$ cat config.mk
export PLATFORM = sky130hd
export DESIGN_NAME = key_combo_reset
export DESIGN_NICKNAME = d
export VERILOG_FILES = /design/src/rtl/kcr_pkg.sv /design/src/rtl/kcr_cond_match.sv /design/src/rtl/kcr_seq.sv /design/src/rtl/kcr_out_stage.sv /design/src/rtl/key_combo_reset.sv
export SDC_FILE = /design/constraint.sdc
export NUM_CORES = 1
export LEC_CHECK = 0
export BUFFER_PORTS_ARGS = -buffer_cell sky130_fd_sc_hd__clkbuf_2
export CELL_PAD_IN_SITES_DETAIL_PLACEMENT = 1
export CELL_PAD_IN_SITES_GLOBAL_PLACEMENT = 1
export CORE_UTILIZATION = 25
export CTS_BUF_LIST = sky130_fd_sc_hd__clkbuf_4
export CTS_CLUSTER_SIZE = 16
export DETAILED_ROUTE_END_ITERATION = 12
export GPL_TIMING_DRIVEN = 0
export PLACE_DENSITY = 0.62
export SYNTH_ARGS = -nofsm -noshare
export SYNTH_HDL_FRONTEND = slang
export SYNTH_HIERARCHICAL = 1
export SYNTH_SLANG_ARGS = --single-unit
$ cat constraint.sdc
create_clock -name clk -period 11.7 [get_ports clk]
set_clock_uncertainty 0.05 [all_clocks]
set_input_delay 2.925 -clock clk [delete_from_list [all_inputs] [get_ports clk]]
set_output_delay 2.925 -clock clk [all_outputs]
set_load 0.03 [all_outputs]
$ cat src/rtl/kcr_pkg.sv
package kcr_pkg;
  localparam int ID_W   = 7;
  localparam int COND_W = ID_W + 1;
  localparam int N_COND = 3;

  typedef enum logic [1:0] {
    KS_IDLE = 2'd0,
    KS_ARM  = 2'd1,
    KS_FIRE = 2'd2,
    KS_LOCK = 2'd3
  } kcr_state_e;

  typedef struct packed {
    logic            lvl;
    logic [ID_W-1:0] id;
  } kcr_cond_t;
endpackage

$ cat src/rtl/kcr_cond_match.sv
module kcr_cond_match
  import kcr_pkg::*;
#(
  parameter int NUM_KEYS = 25
) (
  input  logic [COND_W-1:0]   cond,
  input  logic [NUM_KEYS-1:0] keys,
  output logic                hit,
  output logic                used
);
  kcr_cond_t c;
  logic      sel;

  assign c = kcr_cond_t'(cond);

  // identifiers outside 1..NUM_KEYS read as a released key
  always_comb begin
    sel = 1'b0;
    for (int i = 0; i < NUM_KEYS; i++) begin
      if (c.id == ID_W'(i + 1)) sel = keys[i];
    end
  end

  assign used = |c.id;
  assign hit  = !used || (sel == c.lvl);
endmodule

$ cat src/rtl/kcr_seq.sv
module kcr_seq
  import kcr_pkg::*;
#(
  parameter int TICK_CYCLES = 1000
) (
  input  logic       clk,
  input  logic       rst,
  input  logic       all_hit,
  input  logic [3:0] hold_code,
  input  logic [1:0] width_code,
  output logic       pulse_nxt
);
  localparam int MAX_CYC = 15 * TICK_CYCLES;
  localparam int CNT_W   = $clog2(MAX_CYC + 1) + 1;

  kcr_state_e       st, st_n;
  logic [CNT_W-1:0] cnt, cnt_n;
  logic [CNT_W-1:0] wlim, wlim_n;
  logic [CNT_W-1:0] hold_lim, wid_cyc;

  assign hold_lim = CNT_W'(hold_code) * CNT_W'(TICK_CYCLES);
  assign wid_cyc  = CNT_W'(TICK_CYCLES) << width_code;

  always_comb begin
    st_n   = st;
    cnt_n  = cnt;
    wlim_n = wlim;
    unique case (st)
      KS_IDLE: begin
        if (all_hit) begin
          cnt_n = CNT_W'(1);
          if (hold_lim == '0) begin
            st_n   = KS_FIRE;
            wlim_n = wid_cyc;
          end else begin
            st_n = KS_ARM;
          end
        end
      end
      KS_ARM: begin
        if (!all_hit) begin
          st_n = KS_IDLE;
        end else if (cnt >= hold_lim) begin
          st_n   = KS_FIRE;
          cnt_n  = CNT_W'(1);
          wlim_n = wid_cyc;
        end else begin
          cnt_n = cnt + CNT_W'(1);
        end
      end
      KS_FIRE: begin
        if (cnt >= wlim) st_n = KS_LOCK;
        else             cnt_n = cnt + CNT_W'(1);
      end
      KS_LOCK: begin
        if (!all_hit) st_n = KS_IDLE;
      end
      default: st_n = KS_IDLE;
    endcase
  end

  assign pulse_nxt = (st_n == KS_FIRE);

  always_ff @(posedge clk) begin
    if (rst) begin
      st   <= KS_IDLE;
      cnt  <= '0;
      wlim <= '0;
    end else begin
      st   <= st_n;
      cnt  <= cnt_n;
      wlim <= wlim_n;
    end
  end

  // a broken combination during the hold returns to idle
  p_abort_r3: assert property (@(posedge clk) disable iff (rst)
    (st == KS_ARM && !all_hit) |=> (st == KS_IDLE));

  // a nonzero hold code never fires straight from idle
  p_hold_min_r4: assert property (@(posedge clk) disable iff (rst)
    (st == KS_IDLE && hold_code != 4'd0) |=> (st != KS_FIRE));

  // the pulse counter stays within the latched width
  p_pulse_bound_r5: assert property (@(posedge clk) disable iff (rst)
    (st == KS_FIRE) |-> (cnt != '0 && cnt <= wlim));

  // a held combination keeps the block locked
  p_lock_hold_r8: assert property (@(posedge clk) disable iff (rst)
    (st == KS_LOCK && all_hit) |=> (st == KS_LOCK));
endmodule

$ cat src/rtl/kcr_out_stage.sv
module kcr_out_stage (
  input  logic clk,
  input  logic rst,
  input  logic pulse_nxt,
  input  logic pass_en,
  input  logic ext_rst_in,
  input  logic active_high,
  output logic rst_out
);
  logic act;

  assign act = pulse_nxt || (pass_en && ext_rst_in);

  always_ff @(posedge clk) begin
    if (rst) rst_out <= ~active_high;
    else     rst_out <= active_high ? act : ~act;
  end

  // an enabled external request reaches the active level next cycle
  p_pass_r7: assert property (@(posedge clk) disable iff (rst)
    (pass_en && ext_rst_in) |=> (rst_out == $past(active_high)));

  // with no request the output rests at the inactive level
  p_idle_level_r6: assert property (@(posedge clk) disable iff (rst)
    (!pulse_nxt && !(pass_en && ext_rst_in)) |=> (rst_out != $past(active_high)));
endmodule

$ cat src/rtl/key_combo_reset.sv
module key_combo_reset
  import kcr_pkg::*;
#(
  parameter int NUM_KEYS    = 25,
  parameter int TICK_CYCLES = 1000
) (
  input  logic                clk,
  input  logic                rst,
  input  logic [NUM_KEYS-1:0] key_lvl,
  input  logic [7:0]          trig0,
  input  logic [7:0]          trig1,
  input  logic [7:0]          trig2,
  input  logic [3:0]          hold_code,
  input  logic [1:0]          width_code,
  input  logic                active_high,
  input  logic                pass_en,
  input  logic                ext_rst_in,
  output logic                rst_out
);
  logic [N_COND-1:0][COND_W-1:0] trig_vec;
  logic [N_COND-1:0]             hit, used;
  logic                          all_hit;
  logic                          pulse_nxt;

  assign trig_vec[0] = trig0;
  assign trig_vec[1] = trig1;
  assign trig_vec[2] = trig2;

  for (genvar g = 0; g < N_COND; g++) begin : g_cond
    kcr_cond_match #(.NUM_KEYS(NUM_KEYS)) u_cm (
      .cond (trig_vec[g]),
      .keys (key_lvl),
      .hit  (hit[g]),
      .used (used[g])
    );
  end

  // at least one enabled condition, and all of them satisfied
  assign all_hit = (&hit) && (|used);

  kcr_seq #(.TICK_CYCLES(TICK_CYCLES)) u_seq (
    .clk        (clk),
    .rst        (rst),
    .all_hit    (all_hit),
    .hold_code  (hold_code),
    .width_code (width_code),
    .pulse_nxt  (pulse_nxt)
  );

  kcr_out_stage u_out (
    .clk         (clk),
    .rst         (rst),
    .pulse_nxt   (pulse_nxt),
    .pass_en     (pass_en),
    .ext_rst_in  (ext_rst_in),
    .active_high (active_high),
    .rst_out     (rst_out)
  );
endmodule

; ---- Word level (Yosys, flattened, before mapping)
; Index checks and enable logic that the tools add are counted.
[classes]
add_sub_neg = 1
bitwise = 2
n_eq_ne = 87
n_shift = 1
muxes = 94
n_reduce_logical = 20
magnitude_cmp = 2
mul = 1
[op_table]
columns = op, n
row1 = "equality test 7 x 5 -> 1 bit, second input constant", 30
row2 = "equality test 7 x 4 -> 1 bit, second input constant", 24
row3 = two-way mux 15 bit, 8
row4 = "equality test 7 x 3 -> 1 bit, second input constant", 12
row5 = two-way mux 1 bit, 77
row6 = case mux 15 bit (3 select lines), 1
row7 = "equality test 7 x 2 -> 1 bit, second input constant", 6
row8 = case mux 15 bit (2 select lines), 1
row9 = "equality test 7 x 1 -> 1 bit, second input constant", 3
row10 = OR reduction 21 bit, 1
row11 = OR reduction 7 bit, 3
row12 = "adder 15 x 1 -> 15 bit, second input constant", 1
row13 = >= comparator 15 x 14 -> 1 bit, 1
row14 = >= comparator 15 bit, 1
row15 = zero test 15 bit, 1
row16 = "<< shifter 10 x 2 -> 15 bit, first input constant", 1
row17 = two-way mux 2 bit, 6
row18 = "multiplier 4 x 7 -> 11 bit, second input constant", 1
row19 = "!= test 2 x 1 -> 1 bit, second input constant", 4
row20 = case mux 2 bit (4 select lines), 1
row21 = "equality test 2 bit, second input constant", 3
row22 = AND reduction 5 bit, 1
row23 = logical OR 1 bit, 4
row24 = AND reduction 4 bit, 1
row25 = other kinds (10), 16
[word_totals]
wordCells = 212
register_bits = 33
inputBits = 60

; ---- Longest topological paths before layout
[logic_depth]
ltp_word = 37
ltp_mapped = 20

; ---- Cells and area by module
; Netlist, hierarchy kept.
[by_module_without_submodules]
columns = mod, cells_each, area_each_um2, n_inst
row1 = kcr_seq, 320, 2591.2, 1
row2 = kcr_cond_match, 62, 411.6, 3
row3 = kcr_out_stage, 6, 53.8, 1
row4 = key_combo_reset, 3, 18.8, 1

; ---- Worst setup path before layout
; OpenSTA, ideal clock, no wires.
[synth_path]
path_kind = input to register
start = in hold_code[1]
end = reg u_seq.cnt[2]
path_buffers = 0
path_stages = 16
setup_slack_ns = 4.604
arrival_time_ns = 6.960
t_required_ns = 11.564
path_cell_list = fa_1 > inv_1 > fa_1 > ha_1 > a21oi_1 > o211ai_1 > o22ai_1 > xnor2_1 > inv_1 > ha_1 > or4_1 > a21oi_1 > o2111a_1 > nor2_1 > or4b_2 > a211oi_1
[synth_between]
elab_chain_cells = 5
[synth_rtl]
columns = item, line_no
row1 = from (decl), key_combo_reset.sv:13  ; input logic [3:0] hold_code,
row2 = multiplier 4 x 7 -> 11 bit, kcr_seq.sv:21  ; assign hold_lim = CNT_W'(hold_code) * CNT_W'(TICK_CYCLES);
row3 = >= comparator 15 x 14 -> 1 bit, kcr_seq.sv:43  ; end else if (cnt >= hold_lim) begin
row4 = two-way mux 15 bit, kcr_seq.sv:43
row5 = two-way mux 15 bit, kcr_seq.sv:41  ; if (!all_hit) begin
row6 = case mux 15 bit (3 select lines), kcr_seq.sv:28  ; unique case (st)
row7 = to (signal assigned), kcr_seq.sv:71  ; cnt <= cnt_n;
row8 = to (decl), kcr_seq.sv:17  ; logic [CNT_W-1:0] cnt, cnt_n;
; Every way passes these cells. The select of a mux whose other input is x is not followed.
; A chain may end at the register's enable or synchronous reset.

; ---- Final worst setup path
[layout_path]
start = in hold_code[1]
end = reg u_seq.cnt[6]
; Same word-level chain as after synthesis.

==> results.yml <==
clock_tree:
  ctsLongestPathBuffers: 2
  cts.clk_slew.worst_paths_ns: 0.16
  cts_htree_levels: 1
  clk_root_buffer_cell: "clkbuf_4"
  cts_hold_buf: 0
  cts_made_buffers: 3
  post_cts_resize_count: 0
  post-cts-setup-buffer-count: 0
  clock_sinks: 27
  cts_tree: "done"
  worstSkewPairLatency_ns: 0.35
routing:
  drt_wl_total_mm: 12.2
  routedWlPerCell_um: 16.1
  post-route-drc-count: 0
  num_vias: 4109
  drt_iter0_markers: 151
  antenna_violating_nets_left: 0
  firstDrtPassIters: 4
  via_per_inst: 5.42
run:
  maxcap_viol_count: 0
timing:
  rsz0062_at_grt: "no"
  setup-violations-final: 0
  max-slew-margin-rel_pct: 26.4
  setup_total_negative_slack_ns: 0
  period_minus_slack_ns: 7.71
  fmaxAchievable_mhz: 130
  finalHoldWorstSlack_ns: 0.440
  maxSlewViolCount: 0
  final_hold_violations: 0
  timing_worst_slew_pin_value_ns: 1.09
  final.period_utilization_pct: 65.9
  setup_slack_ns: 3.99
synthesis:
  synth_register_bits: 27
  synthDistinctLibCells: 65
  yosysSeqAreaShare_pct: 13.9
  synth-edff-count: 0
  syn_area_per_cell_um2: 7.57
  synthesis.instances: 515
  ys.flop_type: "dfxtp_1"
  synth_fp_nets: 626
  synth-async-reset-ratio_pct: 0
  synth_warnings: 6
  syn_area_um2: 3900
layout:
  finalNetCount: 682
  post-route-util_pct: 29.1
  areaGrowthSynthToFinish_pct: 13.3
  num_antenna_cells: 0
  final_layout_size_suffix_gt1_share_pct: 14.0
  layout.filler_cells: 1897
grt:
  grt_antenna_before_repair: 0
  first_global_vias: 4132
  gr-usage-all-layers_pct: 15.2
  overflow: 0
  pin_count_of_the_biggest_net_entering_global_routing: 16
  global_route_wire_length_before_repair_mm: 20.3
floorplanning:
  boundaryPins: 61
  core_um2: 15200
  std_cell_rows: 45
  die_w_um: 127
  initial_utilization_pct: 25.6
  die_h_um: 127
  dieArea_um2: 16100
critical_path:
  cp_num_buf_inv: 5
  cp.required_ns: 11.94
  path_class: "in -> reg"
  path_max_fanout: 10
  cp_common_cell: "inv_1"
  crit_path_cell_trace: "clkbuf_2 > fa_1 > inv_1 > fa_1 > inv_1 > ha_1 > nand2_1 > nor3_1 > o22ai_1 > xnor2_1 > inv_1 > ha_1 > or4_1 > a21oi_1 > o2111a_1 > o21ai_1 > clkbuf_1 > nor2_1 > nand4b_1 > a21oi_1"
  arrival_ns: 7.95
  critPathTopFamily: "adder cells"
  crit_path_end_kind: "flop"
  critical_path.startpoint_type: "input pin"
  timing.critical_path.slowest_stage_cell: "fa_1"
  critical_path.max_stage_delay_ns: 0.64
placed_design:
  dp_hpwl_mm: 10.1
  post-place-ws_ns: 3.68
  finalWeightedCongestion: 0.854
  io_buffer_count: 51
power:
  power_density_nw_per_um2: 66.5
  max-vdd-ir-drop_uv: 34.7
  finalPower_mw: 0.293
  cellLeakagePower_nw: 1.87
worst_hold_path:
  min-delay-path-class: "reg -> reg"
status:
  run_status: "finished, final reports clean"
[flip-flops by register name, summed over array words and instances, names as in the netlist]
name and count:
u_seq/st 2, u_seq/wlim 9, u_out/rst_out 1, u_seq/cnt 15
[per-stage QoR]
| step | area [um^2] | cells |
|---|---|---|
| 4_1_cts | 4420 | 758 |
| 2_1_floorplan | 3900 | 515 |
| 3_5_place_dp | 4390 | 754 |
| 6_report | 4420 | 758 |
| 5_1_grt | 4420 | 758 |
| 3_3_place_gp | 4390 | 754 |
[area by class of cell]
| class | count | area, um^2 | share of cell area, % |
|---|---|---|---|
| Clock inverter | 1 | 5.00 | 0.113 |
| Inverter | 46 | 173 | 3.91 |
| Sequential cell | 27 | 541 | 12.2 |
| Multi-Input combinational cell | 412 | 3040 | 68.9 |
| Timing Repair Buffer | 51 | 255 | 5.78 |
| Clock buffer | 3 | 22.5 | 0.510 |
| Buffer | 30 | 144 | 3.26 |
| Tap cell | 188 | 235 | 5.33 |
[layer usage]
layer,global-route usage (%),vias to the layer above,wire length (um)
met5,0,-,0
met4,2.66,0,119
li1,-,2023,-
met1,19.4,2004,5860
met3,0.759,10,232
met2,28.3,72,5990
[cell usage after synthesis, types with 5 or more instances]
cell | number | area share [%]
a21oi_1 | 46 | 5.9
inv_1 | 46 | 4.4
ha_1 | 44 | 14
nor2_1 | 38 | 3.7
o21ai_0 | 33 | 4.2
dfxtp_1 | 27 | 14
nand2_1 | 27 | 2.6
nand3_1 | 22 | 2.8
mux2i_1 | 20 | 5.1
clkbuf_1 | 17 | 1.6
nand3b_1 | 11 | 2.1
nor3_1 | 11 | 1.4
o211ai_1 | 10 | 1.9
nor2b_1 | 9 | 1.4
a31oi_1 | 8 | 1.3
and3_1 | 8 | 1.3
o2111ai_1 | 8 | 1.8
buf_2 | 7 | 0.90
fa_1 | 7 | 3.6
nand2b_1 | 6 | 0.96
nand4_1 | 6 | 0.96
nand4b_1 | 6 | 1.3
or3_1 | 6 | 0.96
a211o_1 | 5 | 1.1
o211a_1 | 5 | 1.3
o221ai_1 | 5 | 1.1
[power by group]
group,internal [mW],switching (mW),leakage [nW]
clock network,0.0129,0.0310,0.0177
registers,0.0931,0.000920,0.218
logic,0.0616,0.0940,1.64
[worst register-to-register path: stages (launching register included)]
cell and delay (ns):
dfxtp_1 0.40, ha_1 0.23, or4_1 0.50, a21oi_1 0.17, o2111a_1 0.26, o21ai_1 0.20, clkbuf_1 0.29, nor2_1 0.48
nand4b_1 0.19, a21oi_1 0.17
[cells in the final DEF, fill, tap and decap left out, types with 9 or more instances in the layout]
| master | count |
|---|---|
| clkbuf_2 | 51 |
| inv_1 | 46 |
| a21oi_1 | 46 |
| ha_1 | 44 |
| nor2_1 | 38 |
| o21ai_0 | 33 |
| nand2_1 | 27 |
| dfxtp_1 | 27 |
| nand3_1 | 22 |
| mux2i_1 | 20 |
| clkbuf_1 | 17 |
| nor3_1 | 11 |
| nand3b_1 | 11 |
| o211ai_1 | 10 |
| nor2b_1 | 9 |
[final timing paths]
kind,start,cells after the start,slack (ns),end
worst max-delay path,hold_code[1],20,3.99,u_seq/cnt[6]
worst min-delay path,u_seq/wlim[9],1,0.44,u_seq/wlim[9]
worst max register to register,u_seq/cnt[13],9,8.73,u_seq/cnt[6]
worst min register to register,u_seq/wlim[9],1,0.44,u_seq/wlim[9]
[cell families (layout without fill, tap and decap cells)]
| family | Yosys count | count (layout) | share of synthesized area, % |
|---|---|---|---|
| xor gates and xnor gates | 4 | 4 | 0.899 |
| DFF | 27 | 27 | 13.9 |
| adders and majority gates | 51 | 51 | 17.7 |
| AOI/OAI and AO/OA | 157 | 157 | 27.3 |
| and+or+nand+nor | 173 | 173 | 24.6 |
| muxes | 27 | 27 | 7.54 |
| buffers and inverters | 76 | 131 | 8.12 |
Power figures use the tool's default switching activity.
